`src/rtl/e1_rx_pkg.sv`:
```
package e1_rx_pkg;

  typedef enum logic [1:0] {
    ST_HUNT    = 2'd0,
    ST_CHK_SVC = 2'd1,
    ST_CHK_FAS = 2'd2,
    ST_LOCK    = 2'd3
  } sync_state_t;

  // Seven trailing bits of the alignment word (bit 1 is excluded)
  localparam logic [6:0] ALIGN_PATTERN = 7'b0011011;

endpackage

```
`src/rtl/e1_bit_tracker.sv`:
```
module e1_bit_tracker #(
  parameter int SLOT_BITS  = 8,
  parameter int FRAME_BITS = 256,
  localparam int CW = $clog2(FRAME_BITS)
) (
  input  logic                 clk,
  input  logic                 rst,
  input  logic                 bit_en,
  input  logic                 bit_in,
  input  logic                 align_load,
  output logic [SLOT_BITS-1:0] sr_next,
  output logic [CW-1:0]        cnt
);

  logic [SLOT_BITS-1:0] sr_q;

  // Byte window including the bit arriving in this cycle
  assign sr_next = {sr_q[SLOT_BITS-2:0], bit_in};

  always_ff @(posedge clk) begin
    if (rst) begin
      sr_q <= '0;
      cnt  <= '0;
    end else if (bit_en) begin
      sr_q <= sr_next;
      if (align_load)
        cnt <= CW'(SLOT_BITS);          // next bit opens slot 1
      else if (cnt == CW'(FRAME_BITS - 1))
        cnt <= '0;
      else
        cnt <= cnt + 1'b1;
    end
  end

  // frame position wraps to zero after the last bit of slot 31
  p_cnt_wrap_r5 : assert property (@(posedge clk) disable iff (rst)
    (bit_en && !align_load && cnt == CW'(FRAME_BITS - 1)) |=> (cnt == '0));

  // a hunt match places the counter at the first bit of slot 1
  p_load_pos_r2 : assert property (@(posedge clk) disable iff (rst)
    (bit_en && align_load) |=> (cnt == CW'(SLOT_BITS)));

endmodule

```
`src/rtl/e1_frame_sync.sv`:
```
module e1_frame_sync
  import e1_rx_pkg::*;
#(
  parameter int SLOT_BITS  = 8,
  parameter int FRAME_BITS = 256,
  parameter int LOSS_COUNT = 3,
  localparam int CW = $clog2(FRAME_BITS),
  localparam int EW = $clog2(LOSS_COUNT + 1)
) (
  input  logic                 clk,
  input  logic                 rst,
  input  logic                 bit_en,
  input  logic [SLOT_BITS-1:0] sr_next,
  input  logic [CW-1:0]        cnt,
  input  logic                 mode_crc4,
  output logic                 align_load,
  output logic                 lock_next,
  output logic                 locked,
  output logic                 rem_urgent,
  output logic                 rem_minor,
  output logic [3:0]           nat_bits,
  output logic                 svc_x,
  output logic                 fas_x
);

  sync_state_t   state_q, state_n;
  logic [EW-1:0] err_q, err_n;
  logic          exp_fas_q, exp_fas_n;
  logic          take_svc, take_fas;
  logic          fas_hit, svc_ok, slot0_end;

  // Bit 1 of the byte is sr_next[7]; bits 2..8 are sr_next[6:0]
  assign fas_hit   = (sr_next[6:0] == ALIGN_PATTERN);
  assign svc_ok    = sr_next[6];
  assign slot0_end = bit_en && (cnt == CW'(SLOT_BITS - 1));

  always_comb begin
    state_n    = state_q;
    err_n      = err_q;
    exp_fas_n  = exp_fas_q;
    align_load = 1'b0;
    take_svc   = 1'b0;
    take_fas   = 1'b0;
    unique case (state_q)
      ST_HUNT: begin
        if (bit_en && fas_hit) begin
          state_n    = ST_CHK_SVC;
          align_load = 1'b1;
        end
      end
      ST_CHK_SVC: begin
        if (slot0_end) begin
          if (svc_ok) begin
            state_n  = ST_CHK_FAS;
            take_svc = 1'b1;
          end else begin
            state_n = ST_HUNT;
          end
        end
      end
      ST_CHK_FAS: begin
        if (slot0_end) begin
          if (fas_hit) begin
            state_n   = ST_LOCK;
            exp_fas_n = 1'b0;
            err_n     = '0;
            take_fas  = 1'b1;
          end else begin
            state_n = ST_HUNT;
          end
        end
      end
      ST_LOCK: begin
        if (slot0_end) begin
          exp_fas_n = !exp_fas_q;
          if (exp_fas_q) begin
            if (fas_hit) begin
              err_n    = '0;
              take_fas = 1'b1;
            end else if (err_q == EW'(LOSS_COUNT - 1)) begin
              err_n   = '0;
              state_n = ST_HUNT;
            end else begin
              err_n = err_q + 1'b1;
            end
          end else if (svc_ok) begin
            take_svc = 1'b1;
          end
        end
      end
      default: state_n = ST_HUNT;
    endcase
  end

  assign lock_next = (state_n == ST_LOCK);

  always_ff @(posedge clk) begin
    if (rst) begin
      state_q   <= ST_HUNT;
      err_q     <= '0;
      exp_fas_q <= 1'b0;
      locked    <= 1'b0;
    end else begin
      state_q   <= state_n;
      err_q     <= err_n;
      exp_fas_q <= exp_fas_n;
      locked    <= lock_next;
    end
  end

  always_ff @(posedge clk) begin
    if (rst) begin
      rem_urgent <= 1'b0;
      rem_minor  <= 1'b0;
      nat_bits   <= '0;
      svc_x      <= 1'b0;
      fas_x      <= 1'b0;
    end else begin
      if (take_svc) begin
        svc_x      <= sr_next[7];
        rem_urgent <= sr_next[5];
        rem_minor  <= sr_next[4];
        nat_bits   <= sr_next[3:0];
      end
      if (take_fas)
        fas_x <= mode_crc4 ? 1'b0 : sr_next[7];
    end
  end

  logic in_lock;
  assign in_lock = (state_q == ST_LOCK);

  // lock is entered only from the final alignment check
  p_lock_entry_r2 : assert property (@(posedge clk) disable iff (rst)
    $rose(in_lock) |-> ($past(state_q) == ST_CHK_FAS));

  // the error run never reaches the loss threshold while held
  p_err_bound_r4 : assert property (@(posedge clk) disable iff (rst)
    err_q < EW'(LOSS_COUNT));

  // a failed service check always returns to the search
  p_svc_fail_r3 : assert property (@(posedge clk) disable iff (rst)
    (state_q == ST_CHK_SVC && slot0_end && !svc_ok) |=> (state_q == ST_HUNT));

  // alarm and spare outputs hold unless a service word is taken
  p_svc_hold_r8 : assert property (@(posedge clk) disable iff (rst)
    !take_svc |=> $stable({rem_urgent, rem_minor, nat_bits, svc_x}));

  // CRC4 mode never reports the check bit
  p_fas_x_crc4_r9 : assert property (@(posedge clk) disable iff (rst)
    (take_fas && mode_crc4) |=> !fas_x);

endmodule

```
`src/rtl/e1_payload_out.sv`:
```
module e1_payload_out #(
  parameter int SLOTS      = 32,
  parameter int SLOT_BITS  = 8,
  parameter int SIG_SLOT   = 16,
  localparam int FRAME_BITS = SLOTS * SLOT_BITS,
  localparam int CW  = $clog2(FRAME_BITS),
  localparam int SBW = $clog2(SLOT_BITS),
  localparam int SW  = CW - SBW
) (
  input  logic                 clk,
  input  logic                 rst,
  input  logic                 bit_en,
  input  logic [CW-1:0]        cnt,
  input  logic [SLOT_BITS-1:0] sr_next,
  input  logic                 lock_next,
  input  logic                 mode_unstruct,
  output logic                 pay_vld,
  output logic [SLOT_BITS-1:0] pay_byte,
  output logic [SW-1:0]        pay_slot
);

  logic [SLOTS-1:0] struct_map;
  logic [SW-1:0]    cur_slot;
  logic             slot_end, carried;

  // Structured map: every slot except alignment slot 0 and signalling slot
  for (genvar g = 0; g < SLOTS; g++) begin : g_map
    assign struct_map[g] = (g != 0) && (g != SIG_SLOT);
  end

  assign cur_slot = cnt[CW-1:SBW];
  assign slot_end = bit_en && (cnt[SBW-1:0] == SBW'(SLOT_BITS - 1));
  assign carried  = mode_unstruct || struct_map[cur_slot];

  always_ff @(posedge clk) begin
    if (rst) begin
      pay_vld  <= 1'b0;
      pay_byte <= '0;
      pay_slot <= '0;
    end else begin
      pay_vld <= slot_end && carried && lock_next;
      if (slot_end && carried && lock_next) begin
        pay_byte <= sr_next;
        pay_slot <= cur_slot;
      end
    end
  end

  // structured mode never delivers slot 0 or the signalling slot
  p_struct_map_r5 : assert property (@(posedge clk) disable iff (rst)
    (pay_vld && !$past(mode_unstruct)) |->
      (pay_slot != SW'(0) && pay_slot != SW'(SIG_SLOT)));

endmodule

```
`src/rtl/e1_rx_aligner.sv`:
```
module e1_rx_aligner #(
  parameter int SLOTS      = 32,
  parameter int SLOT_BITS  = 8,
  parameter int SIG_SLOT   = 16,
  parameter int LOSS_COUNT = 3,
  localparam int FRAME_BITS = SLOTS * SLOT_BITS,
  localparam int CW = $clog2(FRAME_BITS),
  localparam int SW = $clog2(SLOTS)
) (
  input  logic                 clk,
  input  logic                 rst,
  input  logic                 bit_en,
  input  logic                 bit_in,
  input  logic                 mode_unstruct,
  input  logic                 mode_crc4,
  output logic                 locked,
  output logic                 byte_vld,
  output logic [SLOT_BITS-1:0] byte_out,
  output logic [SW-1:0]        slot_idx,
  output logic                 rem_urgent,
  output logic                 rem_minor,
  output logic [3:0]           nat_bits,
  output logic                 svc_x,
  output logic                 fas_x
);

  logic [SLOT_BITS-1:0] sr_next;
  logic [CW-1:0]        cnt;
  logic                 align_load;
  logic                 lock_next;

  e1_bit_tracker #(
    .SLOT_BITS (SLOT_BITS),
    .FRAME_BITS(FRAME_BITS)
  ) u_track (
    .clk       (clk),
    .rst       (rst),
    .bit_en    (bit_en),
    .bit_in    (bit_in),
    .align_load(align_load),
    .sr_next   (sr_next),
    .cnt       (cnt)
  );

  e1_frame_sync #(
    .SLOT_BITS (SLOT_BITS),
    .FRAME_BITS(FRAME_BITS),
    .LOSS_COUNT(LOSS_COUNT)
  ) u_sync (
    .clk       (clk),
    .rst       (rst),
    .bit_en    (bit_en),
    .sr_next   (sr_next),
    .cnt       (cnt),
    .mode_crc4 (mode_crc4),
    .align_load(align_load),
    .lock_next (lock_next),
    .locked    (locked),
    .rem_urgent(rem_urgent),
    .rem_minor (rem_minor),
    .nat_bits  (nat_bits),
    .svc_x     (svc_x),
    .fas_x     (fas_x)
  );

  e1_payload_out #(
    .SLOTS    (SLOTS),
    .SLOT_BITS(SLOT_BITS),
    .SIG_SLOT (SIG_SLOT)
  ) u_pay (
    .clk          (clk),
    .rst          (rst),
    .bit_en       (bit_en),
    .cnt          (cnt),
    .sr_next      (sr_next),
    .lock_next    (lock_next),
    .mode_unstruct(mode_unstruct),
    .pay_vld      (byte_vld),
    .pay_byte     (byte_out),
    .pay_slot     (slot_idx)
  );

  // payload strobes only appear while lock is held
  p_vld_locked_r7 : assert property (@(posedge clk) disable iff (rst)
    byte_vld |-> locked);

endmodule

```
`config.mk`:
```
export PLATFORM = sky130hd
export DESIGN_NAME = e1_rx_aligner
export DESIGN_NICKNAME = d
export VERILOG_FILES = /design/src/rtl/e1_rx_pkg.sv /design/src/rtl/e1_bit_tracker.sv /design/src/rtl/e1_frame_sync.sv /design/src/rtl/e1_payload_out.sv /design/src/rtl/e1_rx_aligner.sv
export SDC_FILE = /design/constraint.sdc
export NUM_CORES = 1
export LEC_CHECK = 0
export CORE_ASPECT_RATIO = 0.9
export CORE_MARGIN = 4
export CORE_UTILIZATION = 53
export CTS_BUF_LIST = sky130_fd_sc_hd__clkbuf_16
export DETAILED_ROUTE_END_ITERATION = 12
export PLACE_DENSITY = 0.81
export SETUP_SLACK_MARGIN = 0.5
export SLEW_MARGIN = 10
export SYNTH_ARGS = -nofsm -noshare
export SYNTH_HDL_FRONTEND = slang
export SYNTH_SLANG_ARGS = --single-unit
```
`constraint.sdc`:
```
create_clock -name clk -period 2.13 [get_ports clk]
set_input_delay 0.5325 -clock clk [delete_from_list [all_inputs] [get_ports clk]]
set_output_delay 0.5325 -clock clk [all_outputs]
set_load 0.005 [all_outputs]
```
Yosys cells after proc, flatten, opt, wreduce, memory -nomap -nowiden
Memories as Yosys holds them, arrays and structs flattened. A register that Yosys moved wholly into a read port is not among the register bits.
Index checks and enable logic that the tools add are counted.

operators by class
  add/subtract/negate cells = 2
  $lt $le $gt $ge = 1
  equal/unequal tests = 13
  multiplexer cells = 39
  reduce and logical (&&, ||, !) cells = 11

operators by type and width
  kind                   number
  $mux W2                15
  $mux W8                2
  $mux W1                15
  $mux W5                2
  $add A8 B1 Y8 const B  1
  $eq A2 B2 Y1 const B   4
  $eq A8 B3 Y1 const B   1
  $eq A8 B8 Y1 const B   1
  $ne A2 B1 Y1 const B   4
  $pmux W2 S4            1
  $eq A7 B5 Y1 const B   1
  $lt A5 B6 Y1 const B   1
  $pmux W1 S2            3
  $logic_and A1 B1 Y1    5
  $reduce_and A5 Y1      1
  $pmux W2 S2            1
  $reduce_and A4 Y1      1
  $eq A3 B3 Y1 const B   1
  $add A2 B1 Y2 const B  1
  $eq A2 B1 Y1 const B   1
  $logic_not A2 Y1       1
  $reduce_bool A2 Y1     1
  $logic_not A1 Y1       1
  $logic_or A1 B1 Y1     1

word-level totals
  bits in registers = 43
  memory bits (read-only) = 32
  bits of input ports = 6
  output and inout bits = 23
  memories = 1

memories
  name              words  width  rd ports  clocked after memory_dff  write ports  RTL line              text
  (name not given)  32     1      1         1                         0            e1_payload_out.sv:33  assign carried = mode_unstruct || struct_map[cur_slot];

Longest topological paths before layout
Gate-level depths: netlist (run 1).

  word-level depth = 8
  gate-level depth with buffers = 7
  gate-level depth less buffers = 6

By module
A second synthesis (run 1) with hierarchy kept.

second synthesis, totals
  cells, all modules = 215
  area, all modules = 2026.9 µm²

modules (own cells, without submodules)
  module          times used  cells an instance  area each (µm²)  seq. area each (µm²)
  e1_frame_sync   1           83                 744.5            280.3
  e1_bit_tracker  1           70                 649.4            300.3
  e1_payload_out  1           62                 633.1            280.3

Least setup slack after synthesis (run 1)
OpenSTA, ideal clock, no wires.

  path type = reg2reg
  start point = reg u_track.cnt[0]
  end point = reg u_pay.pay_byte[2]
  library setup time = 0.120 ns
  data arrival time = 1.789 ns
  required time = 2.010 ns
  path slack = 0.221 ns
  cell stages (with the launch flop) = 8
  path buffers = 1
  clock period less this slack = 1.909 ns
  cell sequence = dfxtp_1 -> ha_1 -> and4b_4 -> and4b_1 -> a2111oi_4 -> nor3_2 -> buf_6 -> mux2i_1

on the way
  word-level cells in the longest chain between the ends = 6

RTL lines
  what                        RTL line                                                       text
  start: declaration          e1_bit_tracker.sv:12                                           output logic [CW-1:0] cnt
  start signal: assignment    e1_bit_tracker.sv:27                                           cnt <= CW'(SLOT_BITS);
  start signal: assignment    e1_bit_tracker.sv:31                                           cnt <= cnt + 1'b1;
  $eq A8 B3 Y1                e1_frame_sync.sv:35                                            assign slot0_end = bit_en && (cnt == CW'(SLOT_BITS - 1));
  $logic_and A1 B1 Y1         e1_frame_sync.sv:35
  $mux W2 (on tied branches)  e1_frame_sync.sv:74, e1_frame_sync.sv:52, e1_frame_sync.sv:62
  $pmux W2 S4                 e1_frame_sync.sv:44                                            unique case (state_q)
  $eq A2 B2 Y1                e1_frame_sync.sv:95                                            assign lock_next = (state_n == ST_LOCK);
  $logic_and A1 B1 Y1 *       e1_payload_out.sv:42                                           if (slot_end && carried && lock_next) begin
  end signal: assignment      e1_payload_out.sv:43                                           pay_byte <= sr_next;
  end: declaration            e1_payload_out.sv:18                                           output logic [SLOT_BITS-1:0] pay_byte,

Every way passes the cells marked *; elsewhere a longest branch is shown, timed or not.
A chain may end at the register's enable or synchronous reset.

==> results of run 1 <==
## registers in the layout (all words and copies together), names as in the netlist, named ones only
register / count
u_pay.pay_byte: 8
u_pay.pay_slot: 5
u_pay.pay_vld: 1
u_sync.err_q: 2
u_sync.exp_fas_q: 1
u_sync.fas_x: 1
u_sync.locked: 1
u_sync.nat_bits: 4
u_sync.rem_minor: 1
u_sync.rem_urgent: 1
u_sync.state_q: 2
u_sync.svc_x: 1
u_track.cnt: 8
u_track.sr_q: 7
## worst max-delay path, stage by stage (launching register included)
cell and delay [ns]:
dfxtp_2 0.39, buf_4 0.17, nor2_1 0.06, nor4b_4 0.13
buf_4 0.16, buf_4 0.15, a31oi_1 0.15, a21oi_1 0.12
or4_4 0.55
## layout by cell type, fill, tap and decap left out, types with 4 or more instances in the layout
cell and instances:
buf_4 44, dfxtp_2 6, nor2_1 22, mux2i_1 26
clkbuf_16 5, dlygate4sd2_1 22, dfxtp_1 37, buf_6 9
nand2b_1 26, nand2_1 4
## through the flow
stage / setup TNS, ns / hold slack [ns] / cell area [µm²] / setup slack, ns
global placement: -12.07 / 0.456 / 2540 / -0.744
global route: 0 / 0.507 / 3010 / 0.0456
floorplan: 0 / 0.449 / 2000 / 0.235
CTS: 0 / 0.477 / 2880 / 0.252
finish: 0 / 0.477 / 3010 / 0.130
detailed placement: -14.28 / 0.468 / 2540 / -0.888
## how the worst max path moves through the flow
| stage | startpoint | endpoint | cells after the start |
|---|---|---|---|
| floorplan | bit_in | u_pay.pay_byte[2] | 6 |
| global placement | bit_in | u_pay.pay_byte[2] | 6 |
| finish | u_sync.state_q[1] | flop | 8 |
| detailed placement | bit_in | u_pay.pay_byte[5] | 6 |
| global route | u_sync.state_q[1] | flop | 8 |
| CTS | u_track.sr_q[4] | flop | 6 |
## what timing repair did
action	CTS	global route
setup buffers	15	5
pin swaps	23	8
setup endpoints to repair	59	36
gates resized for setup	56	27
## area by class of cell
cell class	count	area, µm²
multi-input combinational	142	1210
sequential	44	892
timing repair buffer	82	702
fill	171	489
clock buffer	5	125
tap	44	55.1
clock inverter	3	13.8
inverter	3	11.3
## power by group through the flow
stage	Combinational, W	Clock, W	Sequential [W]
CTS	0.0000770	0.000734	0.000834
global route	0.0000927	0.000774	0.000834
global placement	0.0000695	0	0.000850
floorplan	0.0000381	0	0.000851
detailed placement	0.0000723	0	0.000851
finish	0.0000873	0.000741	0.000834
## cell families (layout without fill, tap and decap cells)
logic type | Yosys count | in the layout
compound gates | 23 | 23
fa+ha+maj | 2 | 2
flops | 44 | 44
simple gates | 85 | 85
xor+xnor | 4 | 4
buf+inv | 13 | 93
mux | 28 | 28
## routing by layer
layer  up-vias  part of all wire [%]
met1       985                    40
li1        867                     -
met3        22                   5.0
met5         -                     0
met4         0                   3.4
met2        87                    52
==> report_table.html, run 1 <==
<table>
<tr><th>Metric</th><th>Value</th></tr>
<tr><th colspan="2">Outcome</th></tr>
<tr><td>Status</td><td>finished, final reports clean</td></tr>
<tr><th colspan="2">Die</th></tr>
<tr><td>Standard-cell row count</td><td>20</td></tr>
<tr><td>Initial cell density of the core</td><td>56.8%</td></tr>
<tr><td>Top Ports</td><td>29</td></tr>
<tr><td>Area of the die</td><td>4800 µm²</td></tr>
<tr><td>Die extent in x</td><td>72.6 µm</td></tr>
<tr><td>Height of the die</td><td>66.1 µm</td></tr>
<tr><td>Core ar.</td><td>3500 µm²</td></tr>
<tr><th colspan="2">Placed design</th></tr>
<tr><td>Routability-driven placement congestion ratio</td><td>0.918</td></tr>
<tr><td>Placed insts</td><td>295</td></tr>
<tr><td>Post-DP HPWL</td><td>3460 µm</td></tr>
<tr><td>Total of buffers placed on input and output ports</td><td>28</td></tr>
<tr><th colspan="2">Timing</th></tr>
<tr><td>Worst Tran Pin Value</td><td>0.429 ns</td></tr>
<tr><td>Crit share post-route</td><td>93.9%</td></tr>
<tr><td>RSZ-0062 raised after global routing</td><td>yes</td></tr>
<tr><td>Hold violation count in the final report</td><td>0</td></tr>
<tr><td>Peak Freq</td><td>500 MHz</td></tr>
<tr><td>Final setup skew</td><td>0.00363 ns</td></tr>
<tr><td>Number of max-slew violations in the final report</td><td>0</td></tr>
<tr><td>Time the final worst path needs with I/O delays and setup</td><td>2.00 ns</td></tr>
<tr><td>Slew margin rel.</td><td>71.3%</td></tr>
<tr><td>Final setup fails</td><td>0</td></tr>
<tr><th colspan="2">Global routing</th></tr>
<tr><td>Met2 usage in global routing</td><td>52.4%</td></tr>
<tr><td>Pin count of the biggest net entering global routing</td><td>28</td></tr>
<tr><td>Global-route wire length before repair</td><td>10100 µm</td></tr>
<tr><td>Fraction of met1 tracks used by global routing</td><td>30.2%</td></tr>
<tr><td>Antenna violations before repair</td><td>0</td></tr>
<tr><td>Via count of the first global-routing pass</td><td>1945</td></tr>
<tr><td>Routing layer with the top usage in global route</td><td>met2</td></tr>
<tr><td>Global routing usage on met3</td><td>6.38%</td></tr>
<tr><td>Combined global-route utilization of all metal layers</td><td>28.5%</td></tr>
<tr><td>Grt ovf</td><td>0</td></tr>
<tr><th colspan="2">Worst setup path</th></tr>
<tr><td>Arr. time, crit path</td><td>2.16 ns</td></tr>
<tr><td>Setup slack, reg-to-reg</td><td>0.13 ns</td></tr>
<tr><td>Depth of the worst register-to-register path</td><td>8</td></tr>
<tr><td>Maximum fanout along the worst path</td><td>5</td></tr>
<tr><td>Critical path type</td><td>flop to flop</td></tr>
<tr><td>Worst setup EP type</td><td>flop</td></tr>
<tr><td>Launching element type of the critical path</td><td>flop</td></tr>
<tr><td>Worst EP required</td><td>2.29 ns</td></tr>
<tr><td>Reg2reg start</td><td>u_sync.state_q[1]</td></tr>
<tr><th colspan="2">Logic synthesis</th></tr>
<tr><td>Adder-cell area share of the yosys netlist</td><td>1.26%</td></tr>
<tr><td>Top cell types by occurrence after synthesis</td><td>dfxtp_1 (44), mux2i_1 (28), nand2b_1 (27), nor2_1 (24), clkbuf_1 (6)</td></tr>
<tr><td>Xor and xnor fraction of the mapped netlist area</td><td>1.76%</td></tr>
<tr><td>Synthesized area</td><td>1990 µm²</td></tr>
<tr><td>Most frequent cell after synthesis</td><td>dfxtp_1</td></tr>
<tr><td>Main area contributors after synthesis</td><td>dfxtp_1 (44%), mux2i_1 (14%), nand2b_1 (8.5%), nor2_1 (4.5%), a2111oi_4 (1.4%)</td></tr>
<tr><td>Portion of netlist area occupied by mux cells</td><td>14.1%</td></tr>
<tr><td>Proportion of netlist area held by the largest area contributor</td><td>44.3%</td></tr>
<tr><td>Syn nets</td><td>207</td></tr>
<tr><td>Unique cell type count in the Yosys netlist</td><td>42</td></tr>
<tr><td>Compound-Gate Fraction of Synth Area</td><td>8.81%</td></tr>
<tr><td>Combinational family with the most area after synthesis</td><td>simple AND/OR/NAND/NOR gates</td></tr>
<tr><td>Number of flip-flops and latches in the synthesized netlist</td><td>44</td></tr>
<tr><td>YS warnings</td><td>0</td></tr>
<tr><td>Avg Synthesized Cell Area</td><td>10.0 µm²</td></tr>
<tr><td>Library cell with the largest summed area after synthesis</td><td>dfxtp_1</td></tr>
<tr><td>Number of enable-type register cells in the synthesized netlist</td><td>0</td></tr>
<tr><td>Post-synth top flop</td><td>dfxtp_1</td></tr>
<tr><td>Fraction of the mapped netlist area in simple logic gates</td><td>27.0%</td></tr>
<tr><td>Cells after synthesis</td><td>199</td></tr>
<tr><td>Sequential area share after synthesis</td><td>44.3%</td></tr>
<tr><td>Async set-reset flop share out of synthesis</td><td>0%</td></tr>
<tr><th colspan="2">Power</th></tr>
<tr><td>Overall power of the completed layout</td><td>0.00166 W</td></tr>
<tr><td>Switching Fraction</td><td>22.0%</td></tr>
<tr><td>Power dissipated by switching net loads</td><td>0.000366 W</td></tr>
<tr><td>Leakage power total</td><td>1.33 nW</td></tr>
<tr><td>Combinational fraction of design power</td><td>5.3%</td></tr>
<tr><td>PD cells</td><td>551 nW/µm²</td></tr>
<tr><td>Share of total power in the clock network</td><td>44.6%</td></tr>
<tr><td>Internal power</td><td>0.00130 W</td></tr>
<tr><td>Largest vdd supply drop</td><td>0.489 mV</td></tr>
<tr><td>Sequential cell fraction of total power</td><td>50.2%</td></tr>
<tr><th colspan="2">Clocking</th></tr>
<tr><td>Deepest clock path buffer count</td><td>2</td></tr>
<tr><td>CTS root buffer</td><td>clkbuf_16</td></tr>
<tr><td>Number of H-tree levels</td><td>2</td></tr>
<tr><td>Number of hold-repair buffers added at the cts stage</td><td>0</td></tr>
<tr><td>Clock tree from TritonCTS</td><td>built</td></tr>
<tr><td>Cts bufs inserted</td><td>5</td></tr>
<tr><td>Clock Sink Count</td><td>44</td></tr>
<tr><td>Clock edge transition at the registers on the reported setup and hold paths</td><td>0.06 ns</td></tr>
<tr><td>Skew-Pair Late Insertion Delay</td><td>0.29 ns</td></tr>
<tr><th colspan="2">Layout</th></tr>
<tr><td>Layout cell share with drive strength beyond 1</td><td>36.9%</td></tr>
<tr><td>Nets</td><td>286</td></tr>
<tr><td>Area growth from synthesis to layout</td><td>51.5%</td></tr>
<tr><td>Layout Cells excl Fill</td><td>323</td></tr>
<tr><td>Finished Core Util</td><td>86.0%</td></tr>
<tr><td>Inserted Diodes</td><td>0</td></tr>
<tr><th colspan="2">Drt</th></tr>
<tr><td>Number of iterations in the first detailed-routing pass</td><td>4</td></tr>
<tr><td>Initial DRC Count</td><td>178</td></tr>
<tr><td>Total number of vias</td><td>1961</td></tr>
<tr><td>Routed wire length</td><td>6670 µm</td></tr>
<tr><td>Average wire per standard cell</td><td>20.7 µm</td></tr>
<tr><td>Via density per instance</td><td>6.07</td></tr>
<tr><td>DRC violations left</td><td>0</td></tr>
<tr><td>Antenna Violating Nets Remaining</td><td>0</td></tr>
<tr><th colspan="2">Min path</th></tr>
<tr><td>Hold Path Cell Cnt</td><td>2</td></tr>
<tr><td>Hold Path Origin</td><td>u_pay.pay_byte[7]</td></tr>
<tr><td>Endpoint of the worst hold path</td><td>u_pay.pay_byte[7]</td></tr>
<tr><td>Path category of the worst min-delay check</td><td>flop to flop</td></tr>
<tr><th colspan="2">Flow run</th></tr>
<tr><td>Count of maximum capacitance violations</td><td>0</td></tr>
</table>
Power figures use the tool's default switching activity.
==> run 2, diff against run 1 <==
--- a/config.mk
+++ b/config.mk
@@ -12,6 +12,7 @@
 export DETAILED_ROUTE_END_ITERATION = 12
 export PLACE_DENSITY = 0.81
 export SETUP_SLACK_MARGIN = 0.5
+export SKIP_LAST_GASP = 1
 export SLEW_MARGIN = 10
 export SYNTH_ARGS = -nofsm -noshare
 export SYNTH_HDL_FRONTEND = slang
==> results of run 2 <==
No change in the layout: final DEF, timing and power equal those of run 1.
